[src/rtl/spi_cmd_pkg.sv]
package spi_cmd_pkg;

    localparam int CMD_OP_W   = 6;
    localparam int DEF_OUTS   = 16;
    localparam int DEF_FRAME  = 24;
    localparam int BANK_COUNT = 5;

    typedef enum logic [CMD_OP_W-1:0] {
        OP_ONOFF  = 6'b000000,
        OP_OLC    = 6'b000010,
        OP_GLOBAL = 6'b000100,
        OP_SFPD   = 6'b000110,
        OP_PWM    = 6'b001000,
        OP_ANDOR  = 6'b001010,
        OP_RESET  = 6'b001100
    } op_e;

    typedef struct packed {
        logic therm_retry;
        logic ov_resume;
    } glob_t;

    // Bank index -> opcode that loads it (0 on, 1 olc, 2 sfpd, 3 pwm, 4 andor)
    function automatic op_e bank_op(input int idx);
        case (idx)
            0:       return OP_ONOFF;
            1:       return OP_OLC;
            2:       return OP_SFPD;
            3:       return OP_PWM;
            default: return OP_ANDOR;
        endcase
    endfunction

    // Bank index -> cleared by the reset command
    function automatic logic bank_cleared_by_cmd(input int idx);
        return (idx != 1);
    endfunction

endpackage

[src/rtl/spi_cmd_sync.sv]
module spi_cmd_sync #(
    parameter int STAGES = 2
) (
    input  logic clk,
    input  logic rst,
    input  logic sclk_pin,
    input  logic csn_pin,
    input  logic si_pin,
    output logic sclk_rise,
    output logic sclk_fall,
    output logic cs_fall,
    output logic cs_rise,
    output logic cs_act,
    output logic si_s
);
    localparam int TOP = STAGES - 1;

    logic [STAGES-1:0] sclk_c, csn_c, si_c;
    logic              sclk_d, csn_d;

    always_ff @(posedge clk) begin
        if (rst) begin
            sclk_c <= '0;
            csn_c  <= '1;
            si_c   <= '0;
            sclk_d <= 1'b0;
            csn_d  <= 1'b1;
        end else begin
            sclk_c <= {sclk_c[STAGES-2:0], sclk_pin};
            csn_c  <= {csn_c[STAGES-2:0], csn_pin};
            si_c   <= {si_c[STAGES-2:0], si_pin};
            sclk_d <= sclk_c[TOP];
            csn_d  <= csn_c[TOP];
        end
    end

    assign cs_act    = !csn_c[TOP];
    assign cs_fall   = !csn_c[TOP] && csn_d;
    assign cs_rise   = csn_c[TOP] && !csn_d;
    assign sclk_rise = cs_act && sclk_c[TOP] && !sclk_d;
    assign sclk_fall = cs_act && !sclk_c[TOP] && sclk_d;
    assign si_s      = si_c[TOP];

endmodule

[src/rtl/spi_cmd_shift.sv]
module spi_cmd_shift #(
    parameter int N_OUT   = spi_cmd_pkg::DEF_OUTS,
    parameter int FRAME_W = spi_cmd_pkg::DEF_FRAME
) (
    input  logic               clk,
    input  logic               rst,
    input  logic               clr_n,
    input  logic               cs_fall,
    input  logic               cs_act,
    input  logic               sclk_rise,
    input  logic               sclk_fall,
    input  logic               si_s,
    input  logic [N_OUT-1:0]   fault_in,
    input  logic               ov_in,
    output logic [FRAME_W-1:0] rx_q,
    output logic               so,
    output logic               so_oe
);
    localparam int PAD = FRAME_W - N_OUT - 2;

    logic [FRAME_W-1:0] tx_q;
    logic [FRAME_W-1:0] status;
    logic               armed;

    assign status = {(|fault_in) | ov_in, ov_in, {PAD{1'b0}}, fault_in};

    always_ff @(posedge clk) begin
        if (rst || !clr_n) begin
            rx_q  <= '0;
            tx_q  <= '0;
            armed <= 1'b0;
        end else if (cs_fall) begin
            tx_q  <= status;
            armed <= 1'b0;
        end else begin
            if (sclk_fall) begin
                rx_q  <= {rx_q[FRAME_W-2:0], si_s};
                armed <= 1'b1;
            end
            // first rising edge keeps the MSB that was loaded at select
            if (sclk_rise && armed)
                tx_q <= {tx_q[FRAME_W-2:0], rx_q[0]};
        end
    end

    assign so    = tx_q[FRAME_W-1];
    assign so_oe = cs_act;

    // reserved field of the captured word is zero
    a_r7_reserved_zero: assert property (@(posedge clk) disable iff (rst)
        (cs_fall && clr_n) |=> (tx_q[FRAME_W-3:N_OUT] == '0));

    // summary bit agrees with the captured flags
    a_r7_any_summary: assert property (@(posedge clk) disable iff (rst)
        (cs_fall && clr_n) |=> (tx_q[FRAME_W-1] == (|tx_q[FRAME_W-2:0])));

    // nothing is received while deselected
    a_r8_idle_frozen: assert property (@(posedge clk) disable iff (rst)
        (!cs_act && clr_n) |=> $stable(rx_q));

endmodule

[src/rtl/spi_cmd_regs.sv]
module spi_cmd_regs
    import spi_cmd_pkg::*;
#(
    parameter int N_OUT   = DEF_OUTS,
    parameter int FRAME_W = DEF_FRAME
) (
    input  logic               clk,
    input  logic               rst,
    input  logic               clr_n,
    input  logic               exec,
    input  logic [FRAME_W-1:0] cmd,
    output logic [N_OUT-1:0]   on_q,
    output logic [N_OUT-1:0]   olc_q,
    output logic [N_OUT-1:0]   sfpd_q,
    output logic [N_OUT-1:0]   pwm_q,
    output logic [N_OUT-1:0]   andor_q,
    output glob_t              glob_q
);
    op_e              op;
    logic [N_OUT-1:0] bank_q [BANK_COUNT];

    assign op = op_e'(cmd[FRAME_W-1 -: CMD_OP_W]);

    for (genvar gi = 0; gi < BANK_COUNT; gi++) begin : g_bank
        always_ff @(posedge clk) begin
            if (rst || !clr_n)
                bank_q[gi] <= '0;
            else if (exec) begin
                if (op == bank_op(gi))
                    bank_q[gi] <= cmd[N_OUT-1:0];
                else if (op == OP_RESET && bank_cleared_by_cmd(gi))
                    bank_q[gi] <= '0;
            end
        end
    end

    always_ff @(posedge clk) begin
        if (rst || !clr_n)
            glob_q <= '0;
        else if (exec && op == OP_GLOBAL) begin
            glob_q.ov_resume   <= cmd[N_OUT];
            glob_q.therm_retry <= cmd[N_OUT+1];
        end
    end

    assign on_q    = bank_q[0];
    assign olc_q   = bank_q[1];
    assign sfpd_q  = bank_q[2];
    assign pwm_q   = bank_q[3];
    assign andor_q = bank_q[4];

    // clear input empties everything
    a_r1_clear_all: assert property (@(posedge clk) disable iff (rst)
        !clr_n |=> (on_q == '0 && olc_q == '0 && sfpd_q == '0 &&
                    pwm_q == '0 && andor_q == '0 && glob_q == '0));

    // registers hold between commands
    a_r6_hold_idle: assert property (@(posedge clk) disable iff (rst)
        (!exec && clr_n) |=> ($stable(on_q) && $stable(olc_q) && $stable(sfpd_q) &&
                              $stable(pwm_q) && $stable(andor_q) && $stable(glob_q)));

    // reset command keeps open-load enable and policy bits
    a_r5_cmd_reset_keeps: assert property (@(posedge clk) disable iff (rst)
        (exec && clr_n && op == OP_RESET) |=>
            (on_q == '0 && pwm_q == '0 && $stable(olc_q) && $stable(glob_q)));

    // policy command touches no channel bank
    a_r4_global_only: assert property (@(posedge clk) disable iff (rst)
        (exec && clr_n && op == OP_GLOBAL) |=> ($stable(on_q) && $stable(olc_q)));

endmodule

[src/rtl/spi_cmd_if.sv]
module spi_cmd_if
    import spi_cmd_pkg::*;
#(
    parameter int N_OUT       = DEF_OUTS,
    parameter int FRAME_W     = DEF_FRAME,
    parameter int SYNC_STAGES = 2
) (
    input  logic             clk,
    input  logic             rst,
    input  logic             clr_n,
    input  logic             sclk,
    input  logic             cs_n,
    input  logic             si,
    output logic             so,
    output logic             so_oe,
    input  logic [N_OUT-1:0] fault_in,
    input  logic             ov_fault,
    output logic [N_OUT-1:0] on_q,
    output logic [N_OUT-1:0] olc_q,
    output logic [N_OUT-1:0] sfpd_q,
    output logic [N_OUT-1:0] pwm_en_q,
    output logic [N_OUT-1:0] andor_q,
    output logic             ov_resume_q,
    output logic             therm_retry_q
);
    logic               sclk_rise, sclk_fall, cs_fall, cs_rise, cs_act, si_s;
    logic [FRAME_W-1:0] rx_q;
    glob_t              glob_q;

    spi_cmd_sync #(.STAGES(SYNC_STAGES)) u_sync (
        .clk(clk), .rst(rst),
        .sclk_pin(sclk), .csn_pin(cs_n), .si_pin(si),
        .sclk_rise(sclk_rise), .sclk_fall(sclk_fall),
        .cs_fall(cs_fall), .cs_rise(cs_rise), .cs_act(cs_act), .si_s(si_s)
    );

    spi_cmd_shift #(.N_OUT(N_OUT), .FRAME_W(FRAME_W)) u_shift (
        .clk(clk), .rst(rst), .clr_n(clr_n),
        .cs_fall(cs_fall), .cs_act(cs_act),
        .sclk_rise(sclk_rise), .sclk_fall(sclk_fall), .si_s(si_s),
        .fault_in(fault_in), .ov_in(ov_fault),
        .rx_q(rx_q), .so(so), .so_oe(so_oe)
    );

    spi_cmd_regs #(.N_OUT(N_OUT), .FRAME_W(FRAME_W)) u_regs (
        .clk(clk), .rst(rst), .clr_n(clr_n),
        .exec(cs_rise), .cmd(rx_q),
        .on_q(on_q), .olc_q(olc_q), .sfpd_q(sfpd_q),
        .pwm_q(pwm_en_q), .andor_q(andor_q), .glob_q(glob_q)
    );

    assign ov_resume_q   = glob_q.ov_resume;
    assign therm_retry_q = glob_q.therm_retry;

endmodule

[config.mk]
export PLATFORM = sky130hd
export DESIGN_NAME = spi_cmd_if
export DESIGN_NICKNAME = d
export VERILOG_FILES = /design/src/rtl/spi_cmd_pkg.sv /design/src/rtl/spi_cmd_sync.sv /design/src/rtl/spi_cmd_shift.sv /design/src/rtl/spi_cmd_regs.sv /design/src/rtl/spi_cmd_if.sv
export SDC_FILE = /design/constraint.sdc
export NUM_CORES = 1
export LEC_CHECK = 0
export CAP_MARGIN = 20
export CORE_ASPECT_RATIO = 1.1
export CORE_MARGIN = 2
export CORE_UTILIZATION = 35
export CTS_CLUSTER_DIAMETER = 100
export DETAILED_ROUTE_END_ITERATION = 7
export DONT_BUFFER_PORTS = 1
export PLACE_DENSITY_LB_ADDON = 0.3
export SETUP_SLACK_MARGIN = 0.2
export SLEW_MARGIN = 10
export SYNTH_ARGS = -nofsm -noshare
export SYNTH_HDL_FRONTEND = slang
export SYNTH_SLANG_ARGS = --single-unit
[constraint.sdc]
create_clock -name clk -period 5.8 [get_ports clk]
set_input_delay 0.87 -clock clk [delete_from_list [all_inputs] [get_ports clk]]
set_output_delay 0.87 -clock clk [all_outputs]
set_load 0.02 [all_outputs]
==> tab_implementation.tex <==
\begin{tabular}{lr}
\hline
Metric & Value \\
\hline
\multicolumn{2}{l}{\textbf{Run status}} \\
\quad Run status & complete, no violations \\
\multicolumn{2}{l}{\textbf{Setup path}} \\
\quad Crit path cell chain & nand2b\_1 -> nor3\_2 -> and2\_1 \\
\quad Delay-heaviest family, CP & simple AND/OR/NAND/NOR gates \\
\quad Endpoint of the worst register-to-register path & u\_shift.armed \\
\quad Setup Crit Path Kind & input port to register \\
\quad CP max stage delay & a little under 0.9 ns \\
\quad Minimum setup slack among reg-to-reg paths & about 3.7 ns \\
\quad CP Data Required Time & approximately 6.1 ns \\
\quad Count of buffering cells on the critical path with inverters included & 0 \\
\quad Type of origin of the critical path & input port \\
\quad Slowest cell on crit path & sky130\_fd\_sc\_hd\_\_nor3\_2 \\
\quad Kind of end point of the critical path & register \\
\quad Arrival time reported for the critical path endpoint & between 2 and 3 ns \\
\quad FF-to-FF path depth & 4 \\
\quad Crit Path Max Fanout & 26 \\
\quad R2R Path Start & u\_sync.csn\_c[1] \\
\quad Number of stages on the worst setup path & 3 \\
\multicolumn{2}{l}{\textbf{Flow run}} \\
\quad Number of max-cap violations & 0 \\
\multicolumn{2}{l}{\textbf{Clocking}} \\
\quad Clock transition at the registers of the reported paths & 0.05 ns \\
\quad Longest Clk Path Bufs & 2 \\
\quad Post-cts resize count & 0 \\
\quad Count of buffers added by post-CTS timing repair for setup & 0 \\
\quad H-tree depth & 4 \\
\quad Insertion delay of the later-clocked pin in the worst-skew pair & 0.41 ns \\
\quad Number of buffers created by CTS & 17 \\
\quad Master cell of the clock root buffer & sky130\_fd\_sc\_hd\_\_clkbuf\_16 \\
\quad CTS sink cnt & 139 \\
\quad Hold-fix buffers, CTS & 0 \\
\quad TritonCTS clock tree & yes \\
\multicolumn{2}{l}{\textbf{Power}} \\
\quad Cell Pwr Density & approximately 360 mW/mm\^{}2 \\
\quad Overall Power & $\sim$2200 uW \\
\quad Leakage & between 0.002 and 0.0025 uW \\
\quad Max IR drop VDD & slightly below 0.0002 V \\
\multicolumn{2}{l}{\textbf{Timing}} \\
\quad Fin Clk Skew & roughly 0.0087 ns \\
\quad Portion of the clock cycle consumed by the worst path in the final layout & 0.3936 \\
\quad Final Max Slew Viols & 0 \\
\quad Worst-margin pin slew & about 1.0 ns \\
\quad Number of setup violations in the final report & 0 \\
\quad RSZ-0062 raised after global routing & no \\
\quad Achievable Freq & 438.0 MHz \\
\quad Normalized max-slew margin & 0.3244 \\
\quad Final period demand of the worst path & 2.283 ns \\
\quad Fin. Hold Viols & 0 \\
\quad Total Negative Setup Slacks & 0 ns \\
\multicolumn{2}{l}{\textbf{Yosys}} \\
\quad Number of instances in the synthesized netlist & 437 \\
\quad Number of enable flip-flop cells after synthesis & 80 \\
\quad Register bit total from synthesis & between 100 and 150 \\
\quad Syn avg cell area & 12.14 um\^{}2 \\
\quad Yosys cell types & 34 \\
\quad Post-synth top area cell & sky130\_fd\_sc\_hd\_\_edfxtp\_1 \\
\quad Number of nets in the synthesized netlist & 460 \\
\quad Combined area of all synthesized cells & 0.005305 mm\^{}2 \\
\quad Sequential cell area fraction in the yosys report & 0.6755 \\
\quad Synth top area cells & sky130\_fd\_sc\_hd\_\_edfxtp\_1, sky130\_fd\_sc\_hd\_\_dfxtp\_1, sky130\_fd\_sc\_hd\_\_and2\_1 \\
\quad Most used standard cells in the synthesized netlist & sky130\_fd\_sc\_hd\_\_and2\_1, sky130\_fd\_sc\_hd\_\_edfxtp\_1, sky130\_fd\_sc\_hd\_\_dfxtp\_1 \\
\quad Share of the synthesized area in the top cell type & 0.4528 \\
\quad Post-synth top flop & sky130\_fd\_sc\_hd\_\_edfxtp\_1 \\
\quad Share of synthesized registers carrying an async set or reset & 0 \\
\quad Warnings from Yosys & 0 \\
\multicolumn{2}{l}{\textbf{Drt}} \\
\quad Vias/cell & a little under 5 \\
\quad Drt pass-1 iters & 4 \\
\quad Routed WL & between 10000 and 15000 um \\
\quad Violation count after the first detailed-route iteration & 182 \\
\quad Number of nets with antenna violations after detailed routing & 0 \\
\quad Number of remaining DRC errors & 0 \\
\quad Routed wire per std cell & 16.65 um \\
\quad Number of vias after detailed routing & 3193 \\
\multicolumn{2}{l}{\textbf{Placed design}} \\
\quad DPL Wire Length & 7186 um \\
\quad Gp weighted congestion & roughly 0.77 \\
\quad Count of input and output buffers & 0 \\
\multicolumn{2}{l}{\textbf{Final layout}} \\
\quad Area added between synthesis and finish & 15.90\% \\
\quad Fraction of final layout cells with drive strength greater than 1 & 0.1167 \\
\quad Antenna diode instance count & 0 \\
\quad Fin nets & $\sim$460 \\
\multicolumn{2}{l}{\textbf{GRT}} \\
\quad Antenna violations before repair & 0 \\
\quad Overall routing resource usage & 0.1431 \\
\quad Via count of the first global-routing pass & around 3.3k \\
\quad Wire length of the first global-routing pass & between 15000 and 20000 um \\
\quad GR Overflow Total & 0 \\
\quad Maximum number of pins on one net before global-route repair & 38 \\
\multicolumn{2}{l}{\textbf{Floorplanning}} \\
\quad Chip width & approximately 120 um \\
\quad Initial core utilization & 0.3552 \\
\quad Number of cell rows & 47 \\
\quad Overall die area & roughly 0.016 mm\^{}2 \\
\quad Vertical die dimension & between 100 and 150 um \\
\quad Floorplan core area & approximately 0.015 mm\^{}2 \\
\quad Ports & between 100 and 150 \\
\multicolumn{2}{l}{\textbf{Min path}} \\
\quad Path type of the worst min-delay path & register to register \\
\quad End of the worst hold path & u\_sync.csn\_c[1] \\
\quad Hold path cells & 1 \\
\quad Startpoint of the worst hold path & u\_sync.csn\_c[0] \\
\hline
\end{tabular}
[how the worst max path moves through the flow]
| stage | from | endpoint | slack [ns] |
|---|---|---|---|
| finish | rst | u_regs.bank_q[4][1] | 3.52 |
| detailed placement | rst | u_regs.bank_q[4][11] | 3.04 |
| floorplan | u_shift.rx_q[19] | u_regs.bank_q[0][0] | 2.65 |
| global route | rst | u_regs.bank_q[4][9] | 3.32 |
| global placement | rst | u_regs.bank_q[4][0] | 3.11 |
| CTS | rst | u_regs.bank_q[4][1] | 3.48 |
[flip-flops by register name, summed over array words and instances, names as in the netlist]
register / count
u_sync.csn_d: 1
u_sync.sclk_d: 1
u_shift.armed: 1
u_regs.bank_q: 80
u_sync.si_c: 2
u_regs.glob_q: 2
u_sync.sclk_c: 2
u_shift.tx_q: 24
u_shift.rx_q: 24
u_sync.csn_c: 2
[kinds of logic after synthesis]
| family | count (synthesis) | synth area share |
|---|---|---|
| multiplexers | 24 | 0.04528 |
| buffers and inverters | 25 | 0.02217 |
| XOR/XNOR | 1 | 0.001651 |
| AO/OA/AOI/OAI | 69 | 0.06840 |
| AND/OR/NAND/NOR | 179 | 0.1870 |
| flip-flops | 139 | 0.6755 |
[cell type report]
class | instances | area [um^2]
fillers | 1399 | 8788
flip-flops and latches | 139 | 3583
multi-input cells | 273 | 1648
clock buffers | 18 | 429.2
well taps | 196 | 245.2
clock inverters | 14 | 171.4
repair buffers | 8 | 63.81
inverters | 2 | 7.507
[cell usage in the layout (no fill, tap or decap), types with 2 or more instances in the layout]
cell	n
sky130_fd_sc_hd__clkinvlp_4	3
sky130_fd_sc_hd__nand2b_1	2
sky130_fd_sc_hd__dfxtp_1	59
sky130_fd_sc_hd__and2_1	80
sky130_fd_sc_hd__clkinv_4	4
sky130_fd_sc_hd__nand2_1	58
sky130_fd_sc_hd__or2_2	3
sky130_fd_sc_hd__nor4_1	4
sky130_fd_sc_hd__o21ai_1	2
sky130_fd_sc_hd__clkbuf_16	17
sky130_fd_sc_hd__nand3b_1	3
sky130_fd_sc_hd__o21ai_0	19
sky130_fd_sc_hd__nor2_1	10
sky130_fd_sc_hd__clkinv_2	3
sky130_fd_sc_hd__nor3_2	2
sky130_fd_sc_hd__buf_4	7
sky130_fd_sc_hd__nor2_2	2
sky130_fd_sc_hd__nor2b_1	6
sky130_fd_sc_hd__a21oi_1	43
sky130_fd_sc_hd__edfxtp_1	80
sky130_fd_sc_hd__bufinv_16	3
sky130_fd_sc_hd__nand3_1	2
sky130_fd_sc_hd__inv_1	2
sky130_fd_sc_hd__mux2i_1	24
[routing by layer]
layer  routed length (um)  vias to the layer above  track usage
li1                     -                     1538            -
met1                 4639                     1541       0.1689
met2                 5372                      105       0.2385
met3                  698                        9      0.05394
met4                  111                        0      0.05045
met5                    0                        -            0
[where the power goes]
group	leakage [uW]	internal [uW]	switching, uW
logic	0.000442	10.1	26.1
clock network	0.000286	676	409
registers	0.00137	1070	45.9
total	0.00210	1760	481
[stage by stage]
| step | hold slack [ns] | area, um^2 | std cells | setup slack [ns] | utilization |
|---|---|---|---|---|---|
| 2_1_floorplan | 0.3895 | 5305 | 437 | 2.646 | - |
| 3_3_place_gp | 0.3922 | 5537 | 617 | 3.112 | 0.3707 |
| 3_5_place_dp | 0.3941 | 5537 | 617 | 3.037 | 0.3707 |
| 4_1_cts | 0.4052 | 6137 | 649 | 3.478 | 0.4109 |
| 5_1_grt | 0.4283 | 6148 | 650 | 3.315 | 0.4116 |
| 6_report | 0.4050 | 6148 | 650 | 3.517 | 0.4116 |
(Power assumes the default switching activity.)
